--- src/rtl/thr_pkg.sv ---
package thr_pkg;
  localparam int LVL_W   = 3;
  localparam int QUOTA_W = 8;
  localparam int GAP_W   = 6;

  typedef logic [LVL_W-1:0] lvl_t;

  localparam lvl_t LVL_OPEN  = lvl_t'(0);
  localparam lvl_t LVL_TIGHT = lvl_t'(7);
endpackage

--- src/rtl/thr_level_table.sv ---
module thr_level_table
  import thr_pkg::*;
(
  input  lvl_t               code,
  output logic [QUOTA_W-1:0] quota,
  output logic [GAP_W-1:0]   gap
);
  // Decode of one level code into its in-flight cap and injection spacing.
  always_comb begin
    case (code)
      3'd0: begin quota = 8'd128; gap = 6'd1;  end
      3'd1: begin quota = 8'd64;  gap = 6'd2;  end
      3'd2: begin quota = 8'd32;  gap = 6'd4;  end
      3'd3: begin quota = 8'd12;  gap = 6'd10; end
      3'd4: begin quota = 8'd6;   gap = 6'd20; end
      3'd5: begin quota = 8'd5;   gap = 6'd25; end
      3'd6: begin quota = 8'd3;   gap = 6'd30; end
      default: begin quota = 8'd2; gap = 6'd50; end
    endcase
  end
endmodule

--- src/rtl/thr_core_lane.sv ---
module thr_core_lane
  import thr_pkg::*;
#(
  parameter int CNT_W = 8
) (
  input  logic clk,
  input  logic rst,
  input  logic req,
  input  logic cpl,
  input  lvl_t lvl,
  output logic grant_q
);
  localparam logic [GAP_W-1:0] GAP_SAT = {GAP_W{1'b1}};

  logic [QUOTA_W-1:0] quota;
  logic [GAP_W-1:0]   gap;
  logic [CNT_W-1:0]   out_q;
  logic [GAP_W-1:0]   since_q;
  logic               grant_d;
  logic               dec;
  logic               past_ok;

  thr_level_table tbl_i (
    .code  (lvl),
    .quota (quota),
    .gap   (gap)
  );

  always_comb begin
    grant_d = req && (CNT_W'(quota) > out_q) && (since_q >= gap);
    dec     = cpl && (out_q != '0);
  end

  always_ff @(posedge clk) begin
    if (rst) begin
      out_q   <= '0;
      since_q <= GAP_SAT;
      grant_q <= 1'b0;
      past_ok <= 1'b0;
    end else begin
      past_ok <= 1'b1;
      grant_q <= grant_d;
      out_q   <= out_q + CNT_W'(grant_d) - CNT_W'(dec);
      if (grant_d)
        since_q <= GAP_W'(1);
      else if (since_q != GAP_SAT)
        since_q <= since_q + GAP_W'(1);
    end
  end

  // a grant only leaves a count below the cap seen when it was decided
  a_r3_under_cap: assert property (@(posedge clk) disable iff (rst || !past_ok)
    grant_q |-> ($past(out_q) < CNT_W'($past(quota))));

  // back-to-back grants only at the fastest spacing
  a_r4_spacing: assert property (@(posedge clk) disable iff (rst || !past_ok)
    (grant_q && $past(grant_q)) |-> ($past(gap) == GAP_W'(1)));

  // an idle lane with nothing in flight stays empty despite completions
  a_r9_no_underflow: assert property (@(posedge clk) disable iff (rst || !past_ok)
    ($past(out_q) == '0 && !grant_q) |-> (out_q == '0));
endmodule

--- src/rtl/thr_level_ctrl.sv ---
module thr_level_ctrl
  import thr_pkg::*;
#(
  parameter int NUM_CORES = 4,
  parameter int IDX_W     = (NUM_CORES > 1) ? $clog2(NUM_CORES) : 1
) (
  input  logic                           clk,
  input  logic                           rst,
  input  logic                           ivl_tick,
  input  logic                           unfair_hi,
  input  logic [IDX_W-1:0]               slow_idx,
  input  logic [IDX_W-1:0]               intf_idx,
  output logic [NUM_CORES-1:0][LVL_W-1:0] lvl_q
);
  logic apply;
  logic past_ok;

  assign apply = ivl_tick && unfair_hi && (slow_idx != intf_idx);

  always_ff @(posedge clk) begin
    if (rst) past_ok <= 1'b0;
    else     past_ok <= 1'b1;
  end

  for (genvar c = 0; c < NUM_CORES; c++) begin : g_core
    always_ff @(posedge clk) begin
      if (rst) begin
        lvl_q[c] <= LVL_OPEN;
      end else if (apply) begin
        if (intf_idx == IDX_W'(c) && lvl_q[c] != LVL_TIGHT)
          lvl_q[c] <= lvl_q[c] + lvl_t'(1);
        else if (slow_idx == IDX_W'(c) && lvl_q[c] != LVL_OPEN)
          lvl_q[c] <= lvl_q[c] - lvl_t'(1);
      end
    end

    // a level only tightens when this core was named as the interferer
    a_r5_tighten_named: assert property (@(posedge clk) disable iff (rst || !past_ok)
      (lvl_q[c] > $past(lvl_q[c])) |-> ($past(apply) && $past(intf_idx) == IDX_W'(c)));

    // at the loosest level a slowest-core decision leaves the code at 0
    a_r7_floor: assert property (@(posedge clk) disable iff (rst || !past_ok)
      (apply && slow_idx == IDX_W'(c) && lvl_q[c] == LVL_OPEN) |=> (lvl_q[c] == LVL_OPEN));
  end

  // no interval decision, no level movement
  a_r6_hold: assert property (@(posedge clk) disable iff (rst || !past_ok)
    !(ivl_tick && unfair_hi) |=> $stable(lvl_q));

  // equal indices make the decision void
  a_r8_same_idx: assert property (@(posedge clk) disable iff (rst || !past_ok)
    (ivl_tick && slow_idx == intf_idx) |=> $stable(lvl_q));
endmodule

--- src/rtl/thr_throttle_ctrl.sv ---
module thr_throttle_ctrl
  import thr_pkg::*;
#(
  parameter int NUM_CORES = 4,
  parameter int CNT_W     = 8,
  parameter int IDX_W     = (NUM_CORES > 1) ? $clog2(NUM_CORES) : 1
) (
  input  logic                       clk,
  input  logic                       rst,
  input  logic [NUM_CORES-1:0]       req_valid,
  input  logic [NUM_CORES-1:0]       cpl,
  input  logic                       ivl_tick,
  input  logic                       unfair_hi,
  input  logic [IDX_W-1:0]           slow_idx,
  input  logic [IDX_W-1:0]           intf_idx,
  output logic [NUM_CORES-1:0]       grant,
  output logic [LVL_W*NUM_CORES-1:0] level_flat
);
  logic [NUM_CORES-1:0][LVL_W-1:0] lvl_q;

  thr_level_ctrl #(
    .NUM_CORES (NUM_CORES),
    .IDX_W     (IDX_W)
  ) ctrl_i (
    .clk       (clk),
    .rst       (rst),
    .ivl_tick  (ivl_tick),
    .unfair_hi (unfair_hi),
    .slow_idx  (slow_idx),
    .intf_idx  (intf_idx),
    .lvl_q     (lvl_q)
  );

  for (genvar c = 0; c < NUM_CORES; c++) begin : g_lane
    thr_core_lane #(
      .CNT_W (CNT_W)
    ) lane_i (
      .clk     (clk),
      .rst     (rst),
      .req     (req_valid[c]),
      .cpl     (cpl[c]),
      .lvl     (lvl_q[c]),
      .grant_q (grant[c])
    );
  end

  assign level_flat = lvl_q;
endmodule

--- config.mk ---
export PLATFORM = sky130hd
export DESIGN_NAME = thr_throttle_ctrl
export DESIGN_NICKNAME = d
export VERILOG_FILES = /design/src/rtl/thr_pkg.sv /design/src/rtl/thr_level_table.sv /design/src/rtl/thr_core_lane.sv /design/src/rtl/thr_level_ctrl.sv /design/src/rtl/thr_throttle_ctrl.sv
export SDC_FILE = /design/constraint.sdc
export NUM_CORES = 1
export LEC_CHECK = 0
export ABC_AREA = 1
export BUFFER_PORTS_ARGS = -buffer_cell sky130_fd_sc_hd__buf_2
export CAP_MARGIN = 20
export CORE_MARGIN = 2
export CORE_UTILIZATION = 41
export DETAILED_ROUTE_END_ITERATION = 6
export PLACE_DENSITY = 0.61
export SLEW_MARGIN = 30
export SYNTH_ARGS = -nofsm -noshare
export SYNTH_HDL_FRONTEND = slang
export SYNTH_SLANG_ARGS = --single-unit
--- constraint.sdc ---
create_clock -name clk -period 6.8 [get_ports clk]
set_input_delay 0.34 -clock clk [delete_from_list [all_inputs] [get_ports clk]]
set_output_delay 0.34 -clock clk [all_outputs]
set_load 0.01 [all_outputs]
==> impl_metrics.env <==
export IMPL_outcome="complete, no violations"
export IMPL_worstHoldStart="req_valid[2]"
export IMPL_setup_viol=0
export IMPL_use_met1=0.216
export IMPL_initial_utilization=0.421
export IMPL_gp_congestion=0.865
export IMPL_grt_use_total=0.170
export IMPL_cts_sinks=72
export IMPL_startpoint_type="flop"
export IMPL_postRouteAntennaNets=0
export IMPL_rows=45
export IMPL_power_mw=2.87
export IMPL_maxSlewViolCount=0
export IMPL_synth_seq_cells=72
export IMPL_globalRoute_busiestLayer="met2"
export IMPL_synth_top_family_by_area="adder cells"
export IMPL_io_pins=32
export IMPL_synth_compound_area_frac=0.116
export IMPL_min_delay_path_depth=4
export IMPL_fmax_mhz=274
export IMPL_fin_crit_ps=3650
export IMPL_die_x_um=129
export IMPL_rsz0062_at_grt="no"
export IMPL_p_leak_nw=3.89
export IMPL_tightest_slew_ps=805
export IMPL_critical_path_arrival_ps=3880
export IMPL_final_setup_skew_ps=8.64
export IMPL_drt_iter0_drc=246
export IMPL_r2r_start="ctrl_i.lvl_q[11]"
export IMPL_cts_root_buffer="clkbuf_16"
export IMPL_crit_family="adder cells"
export IMPL_critPathBufInv=4
export IMPL_drtPass1Iterations=4
export IMPL_worstHoldPathType="input port to flop"
export IMPL_synth_xor_area_frac=0.0258
export IMPL_grt_first_pass_wirelength_mm=23.0
export IMPL_cts_hold_buf=0
export IMPL_use_met2=0.280
export IMPL_drc=0
export IMPL_grt_pass1_vias=5083
export IMPL_vias_per_cell=4.66
export IMPL_slew_headroom=0.462
export IMPL_cts_resized=0
export IMPL_rr_endpoint="g_lane[3].lane_i.out_q[4]"
export IMPL_clock_path_buffers=2
export IMPL_dp_slack_ps=3130
export IMPL_wirelength_mm=13.4
export IMPL_syn_to_final_growth_pct=9.50
export IMPL_insertedDiodeCount=0
export IMPL_drv_cap=0
export IMPL_worst_slack_ps=3150
export IMPL_cp_required_ps=7020
export IMPL_die_y_um=129
export IMPL_syn_nets=1097
export IMPL_synthCells=949
export IMPL_vias=5537
export IMPL_ir_worst_vdd_mv=0.226
export IMPL_clk_pin_slew_ps=60
export IMPL_met3_usage=0.0425
export IMPL_wire_per_inst_um=11.3
export IMPL_ys_seq_area_frac=0.223
export IMPL_grt_overflow_total=0
export IMPL_cts_buffers=9
export IMPL_clk_latency_ps=340
export IMPL_muxShareOfSynthArea=0
export IMPL_critPathSlowestCell="dfxtp_1"
export IMPL_die_area_um2=16800
export IMPL_cts_tree="done"
export IMPL_ctsHtreeMaxLevel=3
export IMPL_antenna_found_initial=1
export IMPL_path_cells="inv_1, ha_1, nor2_1, nand3_1, ha_1, nand2_1, inv_1, a21oi_1, nand3_1, nand3_1, inv_1, ha_1, fa_1, nand2_1, inv_1, o21ai_0, nand2_1, o21ai_0, a21oi_1"
export IMPL_grt_max_degree=27
export IMPL_numPortBuffers=31
export IMPL_cp_end_kind="flop"
export IMPL_cp_common_cell="inv_1"
export IMPL_syn_area_um2=6450
export IMPL_coreArea_um2=15300
export IMPL_synth_area_per_cell_um2=6.80
export IMPL_design_final_nets=1120
export IMPL_fin_crit_sh=0.537
export IMPL_ff2ff_path_depth=19
export IMPL_synthAdderAreaFrac=0.261
export IMPL_synth_simple_gate_area_frac=0.246
export IMPL_critPathKind="flop to flop"
export IMPL_hpwl_mm=10.6
export IMPL_slowest_delay_ps=550
export IMPL_ys_types=29
export IMPL_r2r_slack_ps=3150
export IMPL_worstPathMaxFanout=12
export IMPL_layout_drive_gt1_share=0.0512
export IMPL_ys_warn_count=0
export IMPL_cts_setup_buffers=0
export IMPL_hold_viol=0
export IMPL_pwr_density_cell_nw_per_um2=406
export IMPL_fin_setup_tns_ps=0
export IMPL_holdPathEnd="g_lane[2].lane_i.since_q[0]"
-- kinds of logic after synthesis --
group                      Yosys count
AOI/OAI and AO/OA                  135
xor gates and xnor gates            19
adders and majority gates          132
buffers and inverters              210
DFF                                 72
and+or+nand+nor                    381
-- worst max-delay path by stage --
stage,depth (start not counted),end,startpoint
floorplan,23,g_lane[2].lane_i.out_q[4],ctrl_i.lvl_q[6]
global placement,23,g_lane[2].lane_i.out_q[4],ctrl_i.lvl_q[6]
detailed placement,23,g_lane[2].lane_i.out_q[4],ctrl_i.lvl_q[6]
CTS,19,g_lane[3].lane_i.out_q[4],ctrl_i.lvl_q[11]
global route,23,g_lane[2].lane_i.out_q[4],ctrl_i.lvl_q[8]
finish,19,g_lane[3].lane_i.out_q[4],ctrl_i.lvl_q[11]
-- report_power, final --
part / leakage [nW] / switching [mW] / internal (mW) / total [mW]
clock: 0.150 / 0.181 / 0.303 / 0.484
sequential: 0.598 / 0.122 / 0.586 / 0.708
combinational: 3.15 / 1.02 / 0.660 / 1.68
total: 3.89 / 1.32 / 1.55 / 2.87
-- layout by cell type, fill, tap and decap left out --
cell type	synthesis	final
clkinv_2	0	2
a21o_1	2	2
xor2_1	13	13
bufinv_16	0	1
nor3_1	10	10
a21boi_0	6	6
dfxtp_1	72	72
nand2_1	200	200
nor2_1	90	90
o31a_1	1	1
clkbuf_8	0	2
a211oi_1	1	1
o211ai_1	6	6
a21oi_1	59	59
buf_4	7	1
nand3_1	60	60
nor3_2	2	2
fa_1	4	4
buf_2	4	31
o21a_1	4	4
inv_1	190	190
ha_1	128	128
nand4_1	16	16
clkbuf_1	6	2
xnor2_1	6	6
o21ai_0	49	49
a21oi_2	1	1
nor3_4	1	1
nand3b_1	2	2
o21bai_1	6	6
clkbuf_16	0	9
-- sequential cells by signal, summed over array words and instances (netlist names) --
signal	flops
ctrl_i.lvl_q	12
g_lane.lane_i.since_q	24
g_lane.lane_i.out_q	32
g_lane.lane_i.grant_q	4
-- stage by stage --
step / instance area, µm² / instances / hold slack [ps] / util
3_5_place_dp: 6770 / 1172 / 512 / 0.442
3_3_place_gp: 6770 / 1172 / 510 / 0.442
6_report: 7070 / 1188 / 440 / 0.461
2_1_floorplan: 6450 / 949 / 501 / -
5_1_grt: 7070 / 1188 / 475 / 0.461
4_1_cts: 7070 / 1188 / 431 / 0.461
-- layer usage --
metal	vias up	routed length (µm)	share of wire
li1	3068	-	-
met1	2393	6530	0.49
met2	54	6030	0.45
met3	20	535	0.040
met4	2	286	0.021
met5	-	11	0.00082
-- cells in the mapped netlist --
| library cell | number | share of area |
|---|---|---|
| o21a_1 | 4 | 0.0047 |
| xnor2_1 | 6 | 0.0081 |
| xor2_1 | 13 | 0.018 |
| ha_1 | 128 | 0.25 |
| fa_1 | 4 | 0.012 |
| nand3b_1 | 2 | 0.0023 |
| buf_4 | 7 | 0.0081 |
| a211oi_1 | 1 | 0.0012 |
| nand3_1 | 60 | 0.047 |
| buf_2 | 4 | 0.0031 |
| buf_1 | 2 | 0.0012 |
| clkbuf_1 | 6 | 0.0035 |
| nor3_1 | 10 | 0.0078 |
| a21oi_1 | 59 | 0.046 |
| o31a_1 | 1 | 0.0014 |
| nand4_1 | 16 | 0.016 |
| a21oi_2 | 1 | 0.0014 |
| nor3_2 | 2 | 0.0031 |
| nor2_1 | 90 | 0.052 |
| o21ai_0 | 49 | 0.038 |
| nand2_1 | 200 | 0.12 |
| o21bai_1 | 6 | 0.0070 |
| o211ai_1 | 6 | 0.0070 |
| nor3_4 | 1 | 0.0025 |
| a21boi_0 | 6 | 0.0070 |
| buf_6 | 1 | 0.0017 |
| a21o_1 | 2 | 0.0023 |
| inv_1 | 190 | 0.11 |
| dfxtp_1 | 72 | 0.22 |
-- worst min-delay path, stage by stage --
cell and delay (ps):
buf_2 100, a21boi_0 130, nand3_1 110, nand3_1 60
-- area by class of cell --
cell class	count	area [µm²]
clock buffer	13	260
clock inverter	3	40.0
fill	1607	8250
inverter	190	713
multi-input combinational	667	4180
sequential	72	1440
tap	211	264
timing repair buffer	32	163
Power figures use the tool's default switching activity.
